<file path="src/rtl/ee_i2c_pkg.sv">
package ee_i2c_pkg;

    typedef enum logic [3:0] {
        ST_IDLE,
        ST_DEVSEL,
        ST_ACK_DEV,
        ST_ADDR_HI,
        ST_ACK_AHI,
        ST_ADDR_LO,
        ST_ACK_ALO,
        ST_WDATA,
        ST_ACK_DAT,
        ST_TXDATA,
        ST_RXACK
    } ee_state_e;

    localparam logic [3:0] DEV_TYPE = 4'b1010;

endpackage

</file>
<file path="src/rtl/ee_bus_sync.sv">
module ee_bus_sync #(
    parameter int STAGES = 2
) (
    input  logic clk,
    input  logic rst_n,
    input  logic scl_i,
    input  logic sda_i,
    output logic scl_o,
    output logic sda_o,
    output logic scl_rise,
    output logic scl_fall,
    output logic start_det,
    output logic stop_det
);

    logic [STAGES-1:0] scl_ff;
    logic [STAGES-1:0] sda_ff;
    logic              scl_q;
    logic              sda_q;

    // Idle bus is high on both lines, so the chains reset to ones.
    always_ff @(posedge clk or negedge rst_n) begin
        if (!rst_n) begin
            scl_ff <= '1;
            sda_ff <= '1;
            scl_q  <= 1'b1;
            sda_q  <= 1'b1;
        end else begin
            scl_ff <= {scl_ff[STAGES-2:0], scl_i};
            sda_ff <= {sda_ff[STAGES-2:0], sda_i};
            scl_q  <= scl_ff[STAGES-1];
            sda_q  <= sda_ff[STAGES-1];
        end
    end

    assign scl_o     = scl_ff[STAGES-1];
    assign sda_o     = sda_ff[STAGES-1];
    assign scl_rise  = scl_o & ~scl_q;
    assign scl_fall  = ~scl_o & scl_q;
    // Data edges while the clock line stays high mark bus conditions.
    assign start_det = scl_o & scl_q & sda_q & ~sda_o;
    assign stop_det  = scl_o & scl_q & ~sda_q & sda_o;

endmodule

</file>
<file path="src/rtl/ee_addr_ctr.sv">
module ee_addr_ctr #(
    parameter int AW = 13,
    parameter int PB = 5
) (
    input  logic          clk,
    input  logic          rst_n,
    input  logic          load,
    input  logic [AW-1:0] load_val,
    input  logic          inc_page,
    input  logic          inc_full,
    output logic [AW-1:0] addr
);

    localparam logic [PB-1:0] ROW_ONE = PB'(1);

    always_ff @(posedge clk or negedge rst_n) begin
        if (!rst_n) begin
            addr <= '0;
        end else if (load) begin
            addr <= load_val;
        end else if (inc_full) begin
            addr <= addr + 1'b1;
        end else if (inc_page) begin
            addr <= {addr[AW-1:PB], addr[PB-1:0] + ROW_ONE};
        end
    end

    // a write step never leaves its row
    a_r5_row_kept: assert property (@(posedge clk) disable iff (!rst_n)
        (inc_page && !load && !inc_full) |=> (addr[AW-1:PB] == $past(addr[AW-1:PB])));

    // a read step from the last location lands on zero
    a_r9_read_wrap: assert property (@(posedge clk) disable iff (!rst_n)
        (inc_full && !load && (addr == {AW{1'b1}})) |=> (addr == '0));

endmodule

</file>
<file path="src/rtl/ee_i2c_slave.sv">
module ee_i2c_slave
    import ee_i2c_pkg::*;
#(
    parameter int AW = 13,
    parameter int PB = 5
) (
    input  logic          clk,
    input  logic          rst_n,
    input  logic          scl_i,
    input  logic          sda_i,
    input  logic [2:0]    ce_pins,
    input  logic          busy_i,
    output logic          sda_oe,
    output logic          wr_stb,
    output logic [AW-1:0] wr_addr,
    output logic [7:0]    wr_data,
    output logic          wr_commit,
    output logic          rd_en,
    output logic [AW-1:0] rd_addr,
    input  logic [7:0]    rd_data
);

    localparam int          HI_W     = AW - 8;
    localparam logic [3:0]  BYTE_END = 4'd8;
    localparam logic [3:0]  SLOT_TEN = 4'd1;

    ee_state_e     state, state_d;
    logic          scl_s, sda_s, scl_rise, scl_fall, start_det, stop_det;
    logic [3:0]    bit_cnt;
    logic [7:0]    shreg;
    logic [7:0]    tx_sh;
    logic [7:0]    rd_buf;
    logic          rd_cap;
    logic          rw_q;
    logic [HI_W-1:0] hi_q;
    logic          have_data;
    logic          sel_ok;
    logic          rx_state;
    logic          ld_addr, inc_page, inc_full;
    logic [AW-1:0] addr;

    ee_bus_sync #(.STAGES(2)) u_sync (
        .clk       (clk),
        .rst_n     (rst_n),
        .scl_i     (scl_i),
        .sda_i     (sda_i),
        .scl_o     (scl_s),
        .sda_o     (sda_s),
        .scl_rise  (scl_rise),
        .scl_fall  (scl_fall),
        .start_det (start_det),
        .stop_det  (stop_det)
    );

    assign ld_addr  = !busy_i && (state == ST_ADDR_LO) && (state_d == ST_ACK_ALO);
    assign inc_page = !busy_i && (state == ST_WDATA) && (state_d == ST_ACK_DAT);
    assign inc_full = !busy_i && (state_d == ST_TXDATA) && (state != ST_TXDATA);

    ee_addr_ctr #(.AW(AW), .PB(PB)) u_addr (
        .clk      (clk),
        .rst_n    (rst_n),
        .load     (ld_addr),
        .load_val ({hi_q, shreg}),
        .inc_page (inc_page),
        .inc_full (inc_full),
        .addr     (addr)
    );

    assign rd_addr  = addr;
    assign sel_ok   = (shreg[7:4] == DEV_TYPE) && (shreg[3:1] == ce_pins);
    assign rx_state = (state == ST_DEVSEL) || (state == ST_ADDR_HI) ||
                      (state == ST_ADDR_LO) || (state == ST_WDATA);

    // Next-state logic
    always_comb begin
        state_d = state;
        if (busy_i) begin
            state_d = ST_IDLE;
        end else if (start_det) begin
            state_d = ST_DEVSEL;
        end else if (stop_det) begin
            state_d = ST_IDLE;
        end else begin
            unique case (state)
                ST_IDLE:    state_d = ST_IDLE;
                ST_DEVSEL:  if (scl_fall && bit_cnt == BYTE_END)
                                state_d = sel_ok ? ST_ACK_DEV : ST_IDLE;
                ST_ACK_DEV: if (scl_fall) state_d = rw_q ? ST_TXDATA : ST_ADDR_HI;
                ST_ADDR_HI: if (scl_fall && bit_cnt == BYTE_END) state_d = ST_ACK_AHI;
                ST_ACK_AHI: if (scl_fall) state_d = ST_ADDR_LO;
                ST_ADDR_LO: if (scl_fall && bit_cnt == BYTE_END) state_d = ST_ACK_ALO;
                ST_ACK_ALO: if (scl_fall) state_d = ST_WDATA;
                ST_WDATA:   if (scl_fall && bit_cnt == BYTE_END) state_d = ST_ACK_DAT;
                ST_ACK_DAT: if (scl_fall) state_d = ST_WDATA;
                ST_TXDATA:  if (scl_fall && bit_cnt == BYTE_END) state_d = ST_RXACK;
                ST_RXACK: begin
                    if (scl_rise && sda_s) state_d = ST_IDLE;
                    else if (scl_fall)     state_d = ST_TXDATA;
                end
                default:    state_d = ST_IDLE;
            endcase
        end
    end

    // State register
    always_ff @(posedge clk or negedge rst_n) begin
        if (!rst_n) state <= ST_IDLE;
        else        state <= state_d;
    end

    // Datapath and registered strobes
    always_ff @(posedge clk or negedge rst_n) begin
        if (!rst_n) begin
            bit_cnt   <= '0;
            shreg     <= '0;
            tx_sh     <= '0;
            rd_buf    <= '0;
            rd_cap    <= 1'b0;
            rw_q      <= 1'b0;
            hi_q      <= '0;
            have_data <= 1'b0;
            wr_stb    <= 1'b0;
            wr_addr   <= '0;
            wr_data   <= '0;
            wr_commit <= 1'b0;
            rd_en     <= 1'b0;
        end else begin
            wr_stb    <= 1'b0;
            wr_commit <= 1'b0;
            rd_en     <= 1'b0;
            rd_cap    <= rd_en;
            if (rd_cap) rd_buf <= rd_data;

            if (start_det || state_d != state)
                bit_cnt <= '0;
            else if (scl_rise && (rx_state || state == ST_TXDATA))
                bit_cnt <= bit_cnt + 1'b1;

            if (scl_rise && rx_state) shreg <= {shreg[6:0], sda_s};
            if (start_det) have_data <= 1'b0;

            if (!busy_i) begin
                if (state == ST_DEVSEL && state_d == ST_ACK_DEV) begin
                    rw_q  <= shreg[0];
                    rd_en <= shreg[0];
                end
                if (state == ST_ADDR_HI && state_d == ST_ACK_AHI)
                    hi_q <= shreg[HI_W-1:0];
                if (inc_page) begin
                    wr_stb    <= 1'b1;
                    wr_addr   <= addr;
                    wr_data   <= shreg;
                    have_data <= 1'b1;
                end
                if (state == ST_RXACK && state_d == ST_RXACK && scl_rise && !sda_s)
                    rd_en <= 1'b1;
                if (stop_det && state == ST_WDATA && bit_cnt == SLOT_TEN && have_data)
                    wr_commit <= 1'b1;
                if (inc_full)
                    tx_sh <= rd_buf;
                else if (state == ST_TXDATA && state_d == ST_TXDATA && scl_fall)
                    tx_sh <= {tx_sh[6:0], 1'b0};
            end
        end
    end

    // Output decode
    always_comb begin
        unique case (state)
            ST_ACK_DEV, ST_ACK_AHI, ST_ACK_ALO, ST_ACK_DAT: sda_oe = 1'b1;
            ST_TXDATA: sda_oe = ~tx_sh[7];
            default:   sda_oe = 1'b0;
        endcase
    end

    // one cycle into busy the engine is silent
    a_r10_busy_quiet: assert property (@(posedge clk) disable iff (!rst_n)
        $past(busy_i) |-> (!sda_oe && !wr_stb && !wr_commit && !rd_en));

    // a Start from the bus restarts select reception
    a_r11_start_restart: assert property (@(posedge clk) disable iff (!rst_n)
        (start_det && !busy_i) |=> (state == ST_DEVSEL));

    // a Stop from the bus returns to idle
    a_r11_stop_idle: assert property (@(posedge clk) disable iff (!rst_n)
        stop_det |=> (state == ST_IDLE));

    // write strobe lasts one cycle
    a_r4_stb_single: assert property (@(posedge clk) disable iff (!rst_n)
        wr_stb |=> !wr_stb);

    // commit never coincides with a data strobe
    a_r6_commit_alone: assert property (@(posedge clk) disable iff (!rst_n)
        wr_commit |-> !wr_stb);

endmodule

</file>
<file path="config.mk">
export PLATFORM = sky130hd
export DESIGN_NAME = ee_i2c_slave
export DESIGN_NICKNAME = d
export VERILOG_FILES = /design/src/rtl/ee_i2c_pkg.sv /design/src/rtl/ee_bus_sync.sv /design/src/rtl/ee_addr_ctr.sv /design/src/rtl/ee_i2c_slave.sv
export SDC_FILE = /design/constraint.sdc
export NUM_CORES = 1
export LEC_CHECK = 0
export CAP_MARGIN = 25
export CELL_PAD_IN_SITES_DETAIL_PLACEMENT = 1
export CELL_PAD_IN_SITES_GLOBAL_PLACEMENT = 1
export CORE_UTILIZATION = 44
export CTS_BUF_LIST = sky130_fd_sc_hd__clkbuf_8 sky130_fd_sc_hd__clkbuf_16
export CTS_CLUSTER_DIAMETER = 40
export CTS_CLUSTER_SIZE = 20
export DETAILED_ROUTE_END_ITERATION = 8
export GPL_ROUTABILITY_DRIVEN = 0
export GPL_TIMING_DRIVEN = 0
export MAX_ROUTING_LAYER = met4
export PLACE_DENSITY_LB_ADDON = 0.12
export RECOVER_POWER = 50
export SETUP_SLACK_MARGIN = 0.1
export SYNTH_ARGS = -nofsm -noshare
export SYNTH_HDL_FRONTEND = slang
export SYNTH_SLANG_ARGS = --single-unit
</file>
<file path="constraint.sdc">
create_clock -name clk -period 5.8 [get_ports clk]
set_clock_uncertainty 0.1 [all_clocks]
set_input_delay 1.16 -clock clk [delete_from_list [all_inputs] [get_ports clk]]
set_output_delay 1.16 -clock clk [all_outputs]
set_load 0.02 [all_outputs]
</file>
# After elaboration in Yosys (flattened, before gate mapping)
# Index checks and enable logic that the tools add are counted.
dict set report op_classes {
  bitwise_logic 13
  n_reduce_logical 38
  n_mux 34
  add_sub_neg 3
  eq_ne 22
}
# op count
set ops {}
lappend ops {{4-bit 2-to-1 mux} 16}
lappend ops {{4-bit one-hot mux with 9 select lines} 1}
lappend ops {{4-bit equality test, second input constant} 8}
lappend ops {{13-bit 2-to-1 mux} 2}
lappend ops {{4-bit by 3-bit equality test with 1-bit output, second input constant} 6}
lappend ops {{1-bit logical AND} 21}
lappend ops {{8-bit 2-to-1 mux} 2}
lappend ops {{13-bit by 1-bit adder with 13-bit output, second input constant} 1}
lappend ops {{4-bit by 2-bit equality test with 1-bit output, second input constant} 3}
lappend ops {{1-bit 2-to-1 mux} 10}
lappend ops {{4-bit by 1-bit equality test with 1-bit output, second input constant} 2}
lappend ops {{2-bit AND reduction} 4}
lappend ops {{1-bit bitwise AND} 7}
lappend ops {{1-bit inverter} 6}
lappend ops {{2-bit nonzero test} 3}
lappend ops {{5-bit by 1-bit adder with 5-bit output, second input constant} 1}
lappend ops {{1-bit logical OR} 5}
lappend ops {{5-bit 2-to-1 mux} 1}
lappend ops {{4-bit by 1-bit adder with 4-bit output, second input constant} 1}
lappend ops {{4-bit inequality test} 1}
lappend ops {{4-bit inequality test, second input constant} 1}
lappend ops {{4-bit OR reduction} 1}
lappend ops {{3-bit equality test} 1}
lappend ops {{3-bit nonzero test} 1}
lappend ops {{other kinds (4)} 5}
dict set report totals {
  elab_cells 130
  reg_bits 83
  input_bits 16
  out_inout_bits 38
}

# Depth between registers and ports, before layout
# Gate-level depths: netlist (run 1).
dict set report depth {
  ltp_word 14
  depth_mapped 10
  mapped_depth_nobuf 9
}

# Modules after synthesis
# Synthesis (run 1) repeated with hierarchy kept, for this count alone.
dict set report unflattened {
  cells_unflattened 332
  hier_area_um2 4101.4
}
# mod cells_per_inst seq_area_each_um2 area_per_inst_um2 n_inst
set modules_own_cells {}
lappend modules_own_cells {ee_i2c_slave 247 1601.5 3174.3 1}
lappend modules_own_cells {ee_addr_ctr 75 325.3 737.0 1}
lappend modules_own_cells {ee_bus_sync 10 157.7 190.2 1}

# Worst setup path before layout (run 1)
# No wires, ideal clock.
dict set report synth_path {
  kind {input port to flip-flop}
  startpoint {input port busy_i}
  endpoint {register u_addr.addr[3]}
  n_path_buf 2
  path_stages 7
  setup_ns 0.122
  path_slack_ns 2.943
  required_time_ns 5.578
  t_arrival_ns 2.635
  path_cell_list {or3_1 buf_6 or4_1 buf_2 and3_1 mux2i_1 nand2_1}
}
dict set report synth_via {
  elab_chain_len 6
  word_cells_on_any_way 14
  cone_classes {eq/ne (3); mux (3); reduce/logical (8)}
}
# element line
set synth_rtl {}
lappend synth_rtl {{from (decl)} ee_i2c_slave.sv:12} ;# input logic busy_i,
lappend synth_rtl {{4-bit 2-to-1 mux} ee_i2c_slave.sv:77} ;# if (busy_i) begin
lappend synth_rtl {{4-bit equality test} ee_i2c_slave.sv:57} ;# assign inc_full = !busy_i && (state_d == ST_TXDATA) && (state != ST_TXDATA);
lappend synth_rtl {{1-bit logical AND (2 in series)} ee_i2c_slave.sv:57}
lappend synth_rtl {{13-bit 2-to-1 mux} ee_addr_ctr.sv:21} ;# end else if (inc_full) begin
lappend synth_rtl {{13-bit 2-to-1 mux} ee_addr_ctr.sv:19} ;# end else if (load) begin
lappend synth_rtl {{to (signal assigned)} ee_addr_ctr.sv:20} ;# addr <= load_val;
lappend synth_rtl {{to (signal assigned)} ee_addr_ctr.sv:22} ;# addr <= addr + 1'b1;
lappend synth_rtl {{to (signal assigned)} ee_addr_ctr.sv:24} ;# addr <= {addr[AW-1:PB], addr[PB-1:0] + ROW_ONE};
lappend synth_rtl {{to (decl)} ee_addr_ctr.sv:11} ;# output logic [AW-1:0] addr
# Several ways; a longest one is shown, not always the timed one. The select of a mux whose other input is x is not followed.
# A chain may end at the register's enable or synchronous reset.

# Worst setup path after layout (run 1)
dict set report layout_path {
  startpoint {input port busy_i}
  endpoint {register u_addr.addr[8]}
}
dict set report layout_via {
  elab_chain_len 5
  word_cells_on_any_way 10
  cone_classes {eq/ne (2); mux (2); reduce/logical (6)}
}
# element line
set layout_rtl {}
lappend layout_rtl {{4-bit 2-to-1 mux *} ee_i2c_slave.sv:77}
lappend layout_rtl {{via state_d[3]} ee_i2c_slave.sv:27} ;# ee_state_e state, state_d;
lappend layout_rtl {{4-bit equality test} ee_i2c_slave.sv:57}
lappend layout_rtl {{1-bit logical AND (2 in series)} ee_i2c_slave.sv:57}
lappend layout_rtl {{2-bit nonzero test (no source line)} n/a}
# The timed path passes the listed nets; every way through them passes the cells marked *.

==> impl_metrics.ini, run 1 <==
[outcome]
outcome = finished, violations left
failed_checks = design-rule violations, max-capacitance violations, max-slew violations

[yosys]
yosys-top-cells-area = dfrtp_1 48%, nand2_1 8.6%, mux2_2 5.3%
synth_ff_type = dfrtp_1
yosys_warnings = 0
syn_inst = 402
synth_seq_area_share_pct = 51.44
syn_nets = 422
synth_area_per_cell_um2 = 10.08
yosysUniqueCellTypes = 55
syn-cell-area_um2 = 4053
synth_top_area_share_pct = 47.55
synth_edf_count = 0
synth_seq_cells = 83
synthArstFlopShare_pct = 100.0
yosys.area.top_type = dfrtp_1

[power_and_ir_drop]
irDropWorstVdd_mv = 0.1344
power.density_nw_per_um2 = 210.0
power_mw = 1.031
power_leakage_nw = 2.360

[global_route]
grtUsageTotal_pct = 23.98
top_usage_layer = met2
grt_max_degree = 45
grt.met3_usage_pct = 3.150
grt_overflow = 0
grt_pass1_wl_mm = 17.64
grt_use_met2_pct = 38.68
grt_pass1_vias = 3477
use_met1_pct = 31.07
antenna_found_initial = 0

[placed_design]
place_hpwl_mm = 7.527
io_buffers = 53

[min_path]
hp-class = reg -> reg
hp-start = u_sync.sda_ff[0]

[final_layout]
n_antenna_cell = 0
area.growth.synth_to_final_pct = 21.12
drive_gt1_share_pct = 11.44
layout_common_cells = 93 x nand2_1, 77 x dfrtp_1, 41 x clkdlybuf4s50_1
final_nets = 487
layout_commonest_cell = nand2_1

[timing]
slew_headroom_pct = -51.14
drv_slew = 40
worst_hold_slack_ns = 0.2639
tightest_slew_ns = 2.267
period_share_pct = 63.20
setup_viol = 0
rsz0062_at_grt = false
timing.final.hold_violations = 0
max_clock_freq_mhz = 272.8
finalCriticalPeriod_ns = 3.666
final.setup.tns_ns = 0

[floorplan]
die_area_um2 = 9598
fp.dieH_um = 97.97
fp.dieW_um = 97.97
start_util_pct = 46.02
num_io_pins = 54
core_region_area_um2 = 8806
rows = 34

[detailed_routing]
totalWireLength_mm = 10.41
drt-initial-drc-count = 118
first_pass_iters = 6
via_per_inst = 5.676
drcViolationCount = 3
num_vias = 3292
drtAntennaViolNets = 0
wl_per_cell_um = 17.94

[critical_path]
crit_start = busy_i
critPathKind = in -> reg
cp.arrival_ns = 3.81
worst_setup_path_end_kind = register
start_kind = input pin
worstReg2RegStart = u_sync.sda_q
worst-path-max-fanout = 10
cp_data_required_time_ns = 5.95

[clock_tree]
cts_resized = 0
clkTransAtPathRegs_ns = 0.09
cts_tree = done
cts_buffers = 9
htree_levels = 3
clockBufferDepth = 2
cts.sinks = 83
ctsHoldBuffers = 0
post_cts.repair.setup_buffers = 0
clkLatencyLatePin_ns = 0.36
clockRootBuffer = clkbuf_8

[run]
cap_violations = 1
[synthesized netlist by cell type, types with 2 or more instances]
library cell	instances
dfrtp_1	77
clkbuf_1	7
a221o_1	7
nand3_1	18
nor3_1	6
nand3b_1	4
inv_1	7
nand2_1	93
a21oi_1	5
mux2_2	19
buf_2	6
nor2_1	19
buf_1	3
nand2b_1	6
nor4_1	4
dfstp_2	6
nor2b_1	8
buf_6	2
and3_1	10
mux2i_1	17
xnor2_1	7
o311a_1	2
ha_1	4
nor3b_1	8
a31oi_1	2
o21ai_0	16
and4b_1	2
nand4_1	4
a21boi_0	2
a21o_1	4
o31ai_1	3
[critical path, stage by stage]
cell and delay [ns]:
dlygate4sd3_1 0.63, or3_1 0.39, clkbuf_1 0.19, a21oi_1 0.46, nand4_2 0.23, buf_4 0.27, mux2i_1 0.15, a221o_1 0.33
[registers in the layout, indices dropped and copies added, names as in the netlist, 2 cells and up]
register and cells:
state 4, u_sync.sda_ff 2, u_sync.scl_ff 2, bit_cnt 4, hi_q 5, u_addr.addr 13
rd_buf 8, wr_addr 13, wr_data 8, shreg 8, tx_sh 8
[routing by layer]
metal,vias up,wire length [µm]
met5,-,0
met4,0,187
met3,19,301
met2,74,5042
met1,1662,4876
li1,1537,-
[logic make-up after synthesis]
logic type / Yosys count / synth area share, %
buffers and inverters: 26 / 3.057
muxes: 37 / 9.756
AOI/OAI and AO/OA: 53 / 9.664
DFF: 83 / 51.44
xor gates and xnor gates: 8 / 1.729
adders and majority gates: 4 / 1.235
and+or+nand+nor: 191 / 23.12
[final timing paths]
check                                        end  slack [ns]  cells after the start
worst min register to register  u_sync.sda_ff[1]        0.26                      0
worst max register to register    u_addr.addr[8]        2.58                      9
max in group asynchronous         u_addr.addr[1]        2.93                      1
min in group asynchronous              rd_buf[7]        1.38                      1
worst min-delay path            u_sync.sda_ff[1]        0.26                      0
worst max-delay path              u_addr.addr[8]        2.13                      8
[per-stage QoR]
step | area [µm²] | cells | setup WS (ns) | util, %
6_report | 4908 | 580 | 2.134 | 55.74
5_1_grt | 4908 | 580 | 1.968 | 55.74
4_1_cts | 4931 | 580 | 2.140 | 56.00
3_5_place_dp | 4743 | 564 | 2.122 | 53.86
3_3_place_gp | 4718 | 563 | 0.3969 | 53.58
2_1_floorplan | 4053 | 402 | 2.943 | -
[where the power goes]
group / internal [mW] / leakage, nW / switching (mW) / total [mW]
Sequential: 0.585 / 1.12 / 0.00779 / 0.593
Combinational: 0.0174 / 1.15 / 0.0226 / 0.0400
Clock: 0.180 / 0.0880 / 0.218 / 0.398
Total: 0.782 / 2.36 / 0.249 / 1.03
[layout make-up]
type	instances	area [µm²]
Buffer	19	90.09
Inverter	7	26.28
Tap cell	108	135.1
Fill cell	997	3897
Multi-Input combinational cell	293	1833
Clock buffer	11	151.4
Clock inverter	5	36.28
Timing Repair Buffer	54	551.8
Sequential cell	83	2085
No activity file was read; power rests on OpenSTA's default activity.
==> inputs of run 2 (changes only) <==
--- a/config.mk
+++ b/config.mk
@@ -8,7 +8,7 @@
 export CAP_MARGIN = 25
 export CELL_PAD_IN_SITES_DETAIL_PLACEMENT = 1
 export CELL_PAD_IN_SITES_GLOBAL_PLACEMENT = 1
-export CORE_UTILIZATION = 44
+export CORE_UTILIZATION = 43
 export CTS_BUF_LIST = sky130_fd_sc_hd__clkbuf_8 sky130_fd_sc_hd__clkbuf_16
 export CTS_CLUSTER_DIAMETER = 40
 export CTS_CLUSTER_SIZE = 20
==> constraint.sdc (replaced) <==
create_clock -name clk -period 3.41 [get_ports clk]
set_clock_uncertainty 0.1 [all_clocks]
set_input_delay 0.682 -clock clk [delete_from_list [all_inputs] [get_ports clk]]
set_output_delay 0.682 -clock clk [all_outputs]
set_load 0.02 [all_outputs]
==> run 2 against run 1 <==
Effect of this change:
- the flow finishes with violations (max-capacitance violations, max-slew violations)
- first-iteration DRC count rose by 33%
- cell count grew 0.52%
- critical path depth increased by 1
- global-route usage is 0.066 points lower
- sequential power grew 70%
- die area increased by 2.3%
- count of clock-buffer cells in the layout is 1 lower
- via count shrank 0.70%
- setup slack got worse by 1.9 ns
- core utilization fell by 1.6 points
- non-clock buffer count unchanged
- wire length rose by 0.37%
- largest cell class unchanged
==> impl_metrics.ini, run 2 (same netlist as run 1, synthesis figures left out) <==
[detailed_routing]
first_pass_iters = 4
drcViolationCount = 0
drt-initial-drc-count = 157
drtAntennaViolNets = 0
wl_per_cell_um = 17.92
num_vias = 3269
totalWireLength_mm = 10.45
via_per_inst = 5.607

[critical_path]
cp_slowest_cell = dfstp_2
cp_data_required_time_ns = 3.56
path_cells = and4b_1 -> a211o_1 -> or3_1 -> buf_6 -> a21oi_1 -> nand4_2 -> buf_4 -> mux2i_1 -> a221o_1
crit_buf_inv = 2
cp.arrival_ns = 3.29
start_kind = register
worst-path-max-fanout = 10
critPathKind = reg -> reg
worst_setup_path_end_kind = register
cpPeakStageDelay_ns = 0.53
cp_top_family = compound AO/OA/AOI/OAI gates

[timing]
period_share_pct = 92.19
max_clock_freq_mhz = 318.1
drv_slew = 40
setup_viol = 0
rsz0062_at_grt = false
timing.final.hold_violations = 0
slew_headroom_pct = -51.10
fin_ws_ns = 0.2663
tightest_slew_ns = 2.267
finalCriticalPeriod_ns = 3.144
final.setup.tns_ns = 0

[clock_tree]
clockBufferDepth = 2
clockRootBuffer = clkbuf_8
cts_resized = 0
ctsHoldBuffers = 0
cts_buffers = 9
clkLatencyLatePin_ns = 0.36
clkTransAtPathRegs_ns = 0.09
post_cts.repair.setup_buffers = 0
htree_levels = 3
cts_tree = done
cts.sinks = 83

[global_route]
grtUsageTotal_pct = 23.91
grt_max_degree = 45
grt_overflow = 0
grt_pass1_vias = 3385
grt_pass1_wl_mm = 17.52
antenna_found_initial = 0

[floorplan]
die_area_um2 = 9817
fp.dieH_um = 99.08
start_util_pct = 44.07
rows = 35
num_io_pins = 54
fp.dieW_um = 99.08
core_region_area_um2 = 9196

[final_layout]
area.growth.synth_to_final_pct = 22.78
final_nets = 487
n_antenna_cell = 0
drive_gt1_share_pct = 11.44
layout_commonest_cell = nand2_1
top_regs = u_addr.addr: 13 flops, wr_addr: 13 flops
layout_common_cells = 93 x nand2_1, 77 x dfrtp_1, 48 x clkdlybuf4s50_1
fillers = 1031

[placed_design]
io_buffers = 53
dp_slack_ns = 0.1831
place_hpwl_mm = 7.385

[outcome]
outcome = finished, violations left
failed_checks = max-capacitance violations, max-slew violations

[power_and_ir_drop]
power_leakage_nw = 2.410
irDropWorstVdd_mv = 0.1884
power.density_nw_per_um2 = 388.8

[run]
cap_violations = 1

[min_path]
hp-class = reg -> reg
[run 2: where the power goes]
part           switching, mW  internal, mW  leakage, nW
Combinational         0.0373        0.0317         1.17
Sequential            0.0136         0.995         1.12
Clock                  0.355         0.502        0.125
Total                  0.406          1.53         2.41
[run 2: layout make-up]
type | instances | area (µm²) | area share [%]
inverters | 7 | 26.28 | 0.5280
repair buffers | 54 | 551.8 | 11.09
clock buffers | 10 | 137.6 | 2.766
well taps | 111 | 138.9 | 2.791
plain buffers | 19 | 98.84 | 1.986
multi-input cells | 293 | 1833 | 36.84
clock inverters | 6 | 105.1 | 2.112
flip-flops and latches | 83 | 2085 | 41.89
[run 2: path summary, 6_finish.rpt]
kind | from | to | slack, ns | depth (start not counted)
worst max-delay path | u_sync.sda_q | u_addr.addr[8] | 0.27 | 9
worst min-delay path | u_sync.sda_ff[0] | u_sync.sda_ff[1] | 0.26 | 0
worst max register to register | u_sync.sda_q | u_addr.addr[8] | 0.27 | 9
worst min register to register | u_sync.sda_ff[0] | u_sync.sda_ff[1] | 0.26 | 0
max in group asynchronous | rst_n | shreg[4] | 1.02 | 1
min in group asynchronous | rst_n | bit_cnt[0] | 0.88 | 1
[run 2: per-layer routing]
metal | track usage [%] | share of wire, % | vias to the layer above
li1 | - | - | 1538
met1 | 32.38 | 48 | 1652
met2 | 36.79 | 47 | 67
met3 | 4.468 | 3.1 | 12
met4 | 7.127 | 1.1 | 0
met5 | - | 0 | -
[run 2: metrics by stage]
| step | hold WS, ns | instance area [µm²] | power [mW] | utilization, % | instances |
|---|---|---|---|---|---|
| after global placement | 0.2458 | 4722 | 1.095 | 51.35 | 566 |
| after global routing | 0.2571 | 4976 | 2.008 | 54.11 | 583 |
| final | 0.2599 | 4976 | 1.935 | 54.11 | 583 |
| after detailed placement | 0.2484 | 4747 | 1.100 | 51.62 | 567 |
| after CTS | 0.2101 | 4990 | 1.954 | 54.26 | 583 |
| after floorplan | 0.2452 | 4053 | 1.045 | - | 402 |
==> inputs of run 3 (changes only) <==
--- a/config.mk
+++ b/config.mk
@@ -19,6 +19,7 @@
 export PLACE_DENSITY_LB_ADDON = 0.12
 export RECOVER_POWER = 50
 export SETUP_SLACK_MARGIN = 0.1
+export SLEW_MARGIN = 30
 export SYNTH_ARGS = -nofsm -noshare
 export SYNTH_HDL_FRONTEND = slang
 export SYNTH_SLANG_ARGS = --single-unit
==> run 3 against run 2 <==
Effect of this change:
- the flow still finishes with violations (max-capacitance violations, max-slew violations)
- sequential power hardly changed
- fmax hardly changed
- core utilization down 0.53 points
- non-clock buffer count stayed put
- via count grew 0.40%
- largest power group unchanged
==> impl_metrics.ini, run 3 (same netlist as run 1, synthesis figures left out) <==
[outcome]
outcome = finished, violations left
failed_checks = max-capacitance violations, max-slew violations

[timing]
slew_headroom_pct = -52.12
final.setup.tns_ns = 0
finalCriticalPeriod_ns = 3.145
tightest_slew_ns = 2.282
drv_slew = 42
max_clock_freq_mhz = 317.9
period_share_pct = 92.24
setup_viol = 0
worst_hold_slack_ns = 0.2655
rsz0062_at_grt = false
timing.final.hold_violations = 0

[global_route]
grt_pass1_vias = 3399
grt_pass1_wl_mm = 17.16
grt_max_degree = 43
grt_overflow = 0
grtUsageTotal_pct = 23.39
antenna_found_initial = 0

[detailed_routing]
first_pass_iters = 4
drt-initial-drc-count = 135
drtAntennaViolNets = 0
num_vias = 3282
wl_per_cell_um = 17.60
totalWireLength_mm = 10.26
via_per_inst = 5.630
drcViolationCount = 0

[final_layout]
fillers = 1045
multi_input_area_um2 = 1833
n_antenna_cell = 0
seqCellArea_um2 = 2085
final_nets = 487
layout_common_cells = 93 x nand2_1, 77 x dfrtp_1, 48 x clkdlybuf4s50_1
top_regs = u_addr.addr: 13 flops, wr_addr: 13 flops
layout_commonest_cell = nand2_1
area.growth.synth_to_final_pct = 21.58
final_area_um2 = 4927
drive_gt1_share_pct = 11.65
final_core_util_pct = 53.58

[clock_tree]
clockBufferDepth = 2
clkTransAtPathRegs_ns = 0.08
cts.sinks = 83
ctsHoldBuffers = 0
clockRootBuffer = clkbuf_8
cts_buffers = 9
cts_tree = done
clkLatencyLatePin_ns = 0.36
post_cts.repair.setup_buffers = 0
htree_levels = 3

[power_and_ir_drop]
pwr-share-clk_pct = 40.3
power_leakage_nw = 2.386
irDropWorstVdd_mv = 0.1688
cell_internal_pwr_mw = 1.386
p_comb_share_pct = 3.8
power_mw = 1.803
power_switching_mw = 0.4175
seq_power_share_pct = 55.9
p_sw_share_pct = 23.15
power.density_nw_per_um2 = 366.0

[floorplan]
core_region_area_um2 = 9196
rows = 35
fp.dieH_um = 99.08
die_area_um2 = 9817
num_io_pins = 54
start_util_pct = 44.07
fp.dieW_um = 99.08

[placed_design]
place_hpwl_mm = 7.424
place_area_um2 = 4743
io_buffers = 53

[critical_path]
worst-path-max-fanout = 10
cp.arrival_ns = 3.28
start_kind = register
reg2reg_depth = 9
worst_setup_path_end_kind = register
rr_endpoint = u_addr.addr[8]
cp_data_required_time_ns = 3.55
worstReg2RegStart = u_sync.sda_q
critPathKind = reg -> reg
r2r_slack_ns = 0.26

[min_path]
hp-start = u_sync.sda_ff[0]
hp-class = reg -> reg
whs_endpoint = u_sync.sda_ff[1]
min_path_cells = 0

[run]
cap_violations = 1
## run 3: worst max-delay path by stage
| stage | start | endpoint | slack [ns] |
|---|---|---|---|
| after floorplan | u_sync.sda_q | u_addr.addr[3] | 0.79 |
| after global placement | rst_n | wr_data[5] | -1.52 |
| after detailed placement | busy_i | u_addr.addr[9] | 0.16 |
| after CTS | state[0] | sda_oe | 0.16 |
| after global routing | u_sync.sda_q | u_addr.addr[6] | 0.12 |
| final | u_sync.sda_q | u_addr.addr[8] | 0.26 |
## run 3: worst max-delay path: stages, from the launching register on
cell and delay, ns:
dfstp_2 0.53, and4b_1 0.21, a211o_1 0.33, or3_1 0.35, buf_6 0.15, a21oi_1 0.40, nand4_2 0.23, buf_4 0.27
mux2i_1 0.13, a221o_1 0.33
## run 3: power by group through the flow
stage / clock network [mW] / registers (mW) / logic (mW)
finish: 0.726 / 1.01 / 0.0681
global route: 0.785 / 1.01 / 0.0775
CTS: 0.749 / 1.01 / 0.0718
detailed placement: 0 / 1.03 / 0.0715
global placement: 0 / 1.03 / 0.0670
floorplan: 0 / 1.02 / 0.0210
## run 3: area by class of cell
type	count	share of cell area [%]
plain buffers	19	2.006
clock buffers	10	2.793
clock inverters	6	1.295
inverters	7	0.5333
multi-input cells	293	37.20
flip-flops and latches	83	42.31
well taps	111	2.819
repair buffers	54	11.05
## run 3: routing by layer
metal	GRT usage, %	vias to the layer above	part of all wire, %
met4	6.335	0	0.91
met3	3.972	8	3.0
met5	-	-	0
li1	-	1536	-
met2	37.82	62	48
met1	30.62	1676	48
## run 3: through the flow
stage,setup WS [ns],cells
after detailed placement,0.1613,567
final,0.2647,583
after CTS,0.1571,583
after floorplan,0.7909,402
after global routing,0.1163,583
after global placement,-1.521,566
## run 3: timing repair
item	4_1_cts	5_1_grt
endpoints found under the hold margin	0	0
endpoints found under the setup margin	0	1
resized for setup	0	1
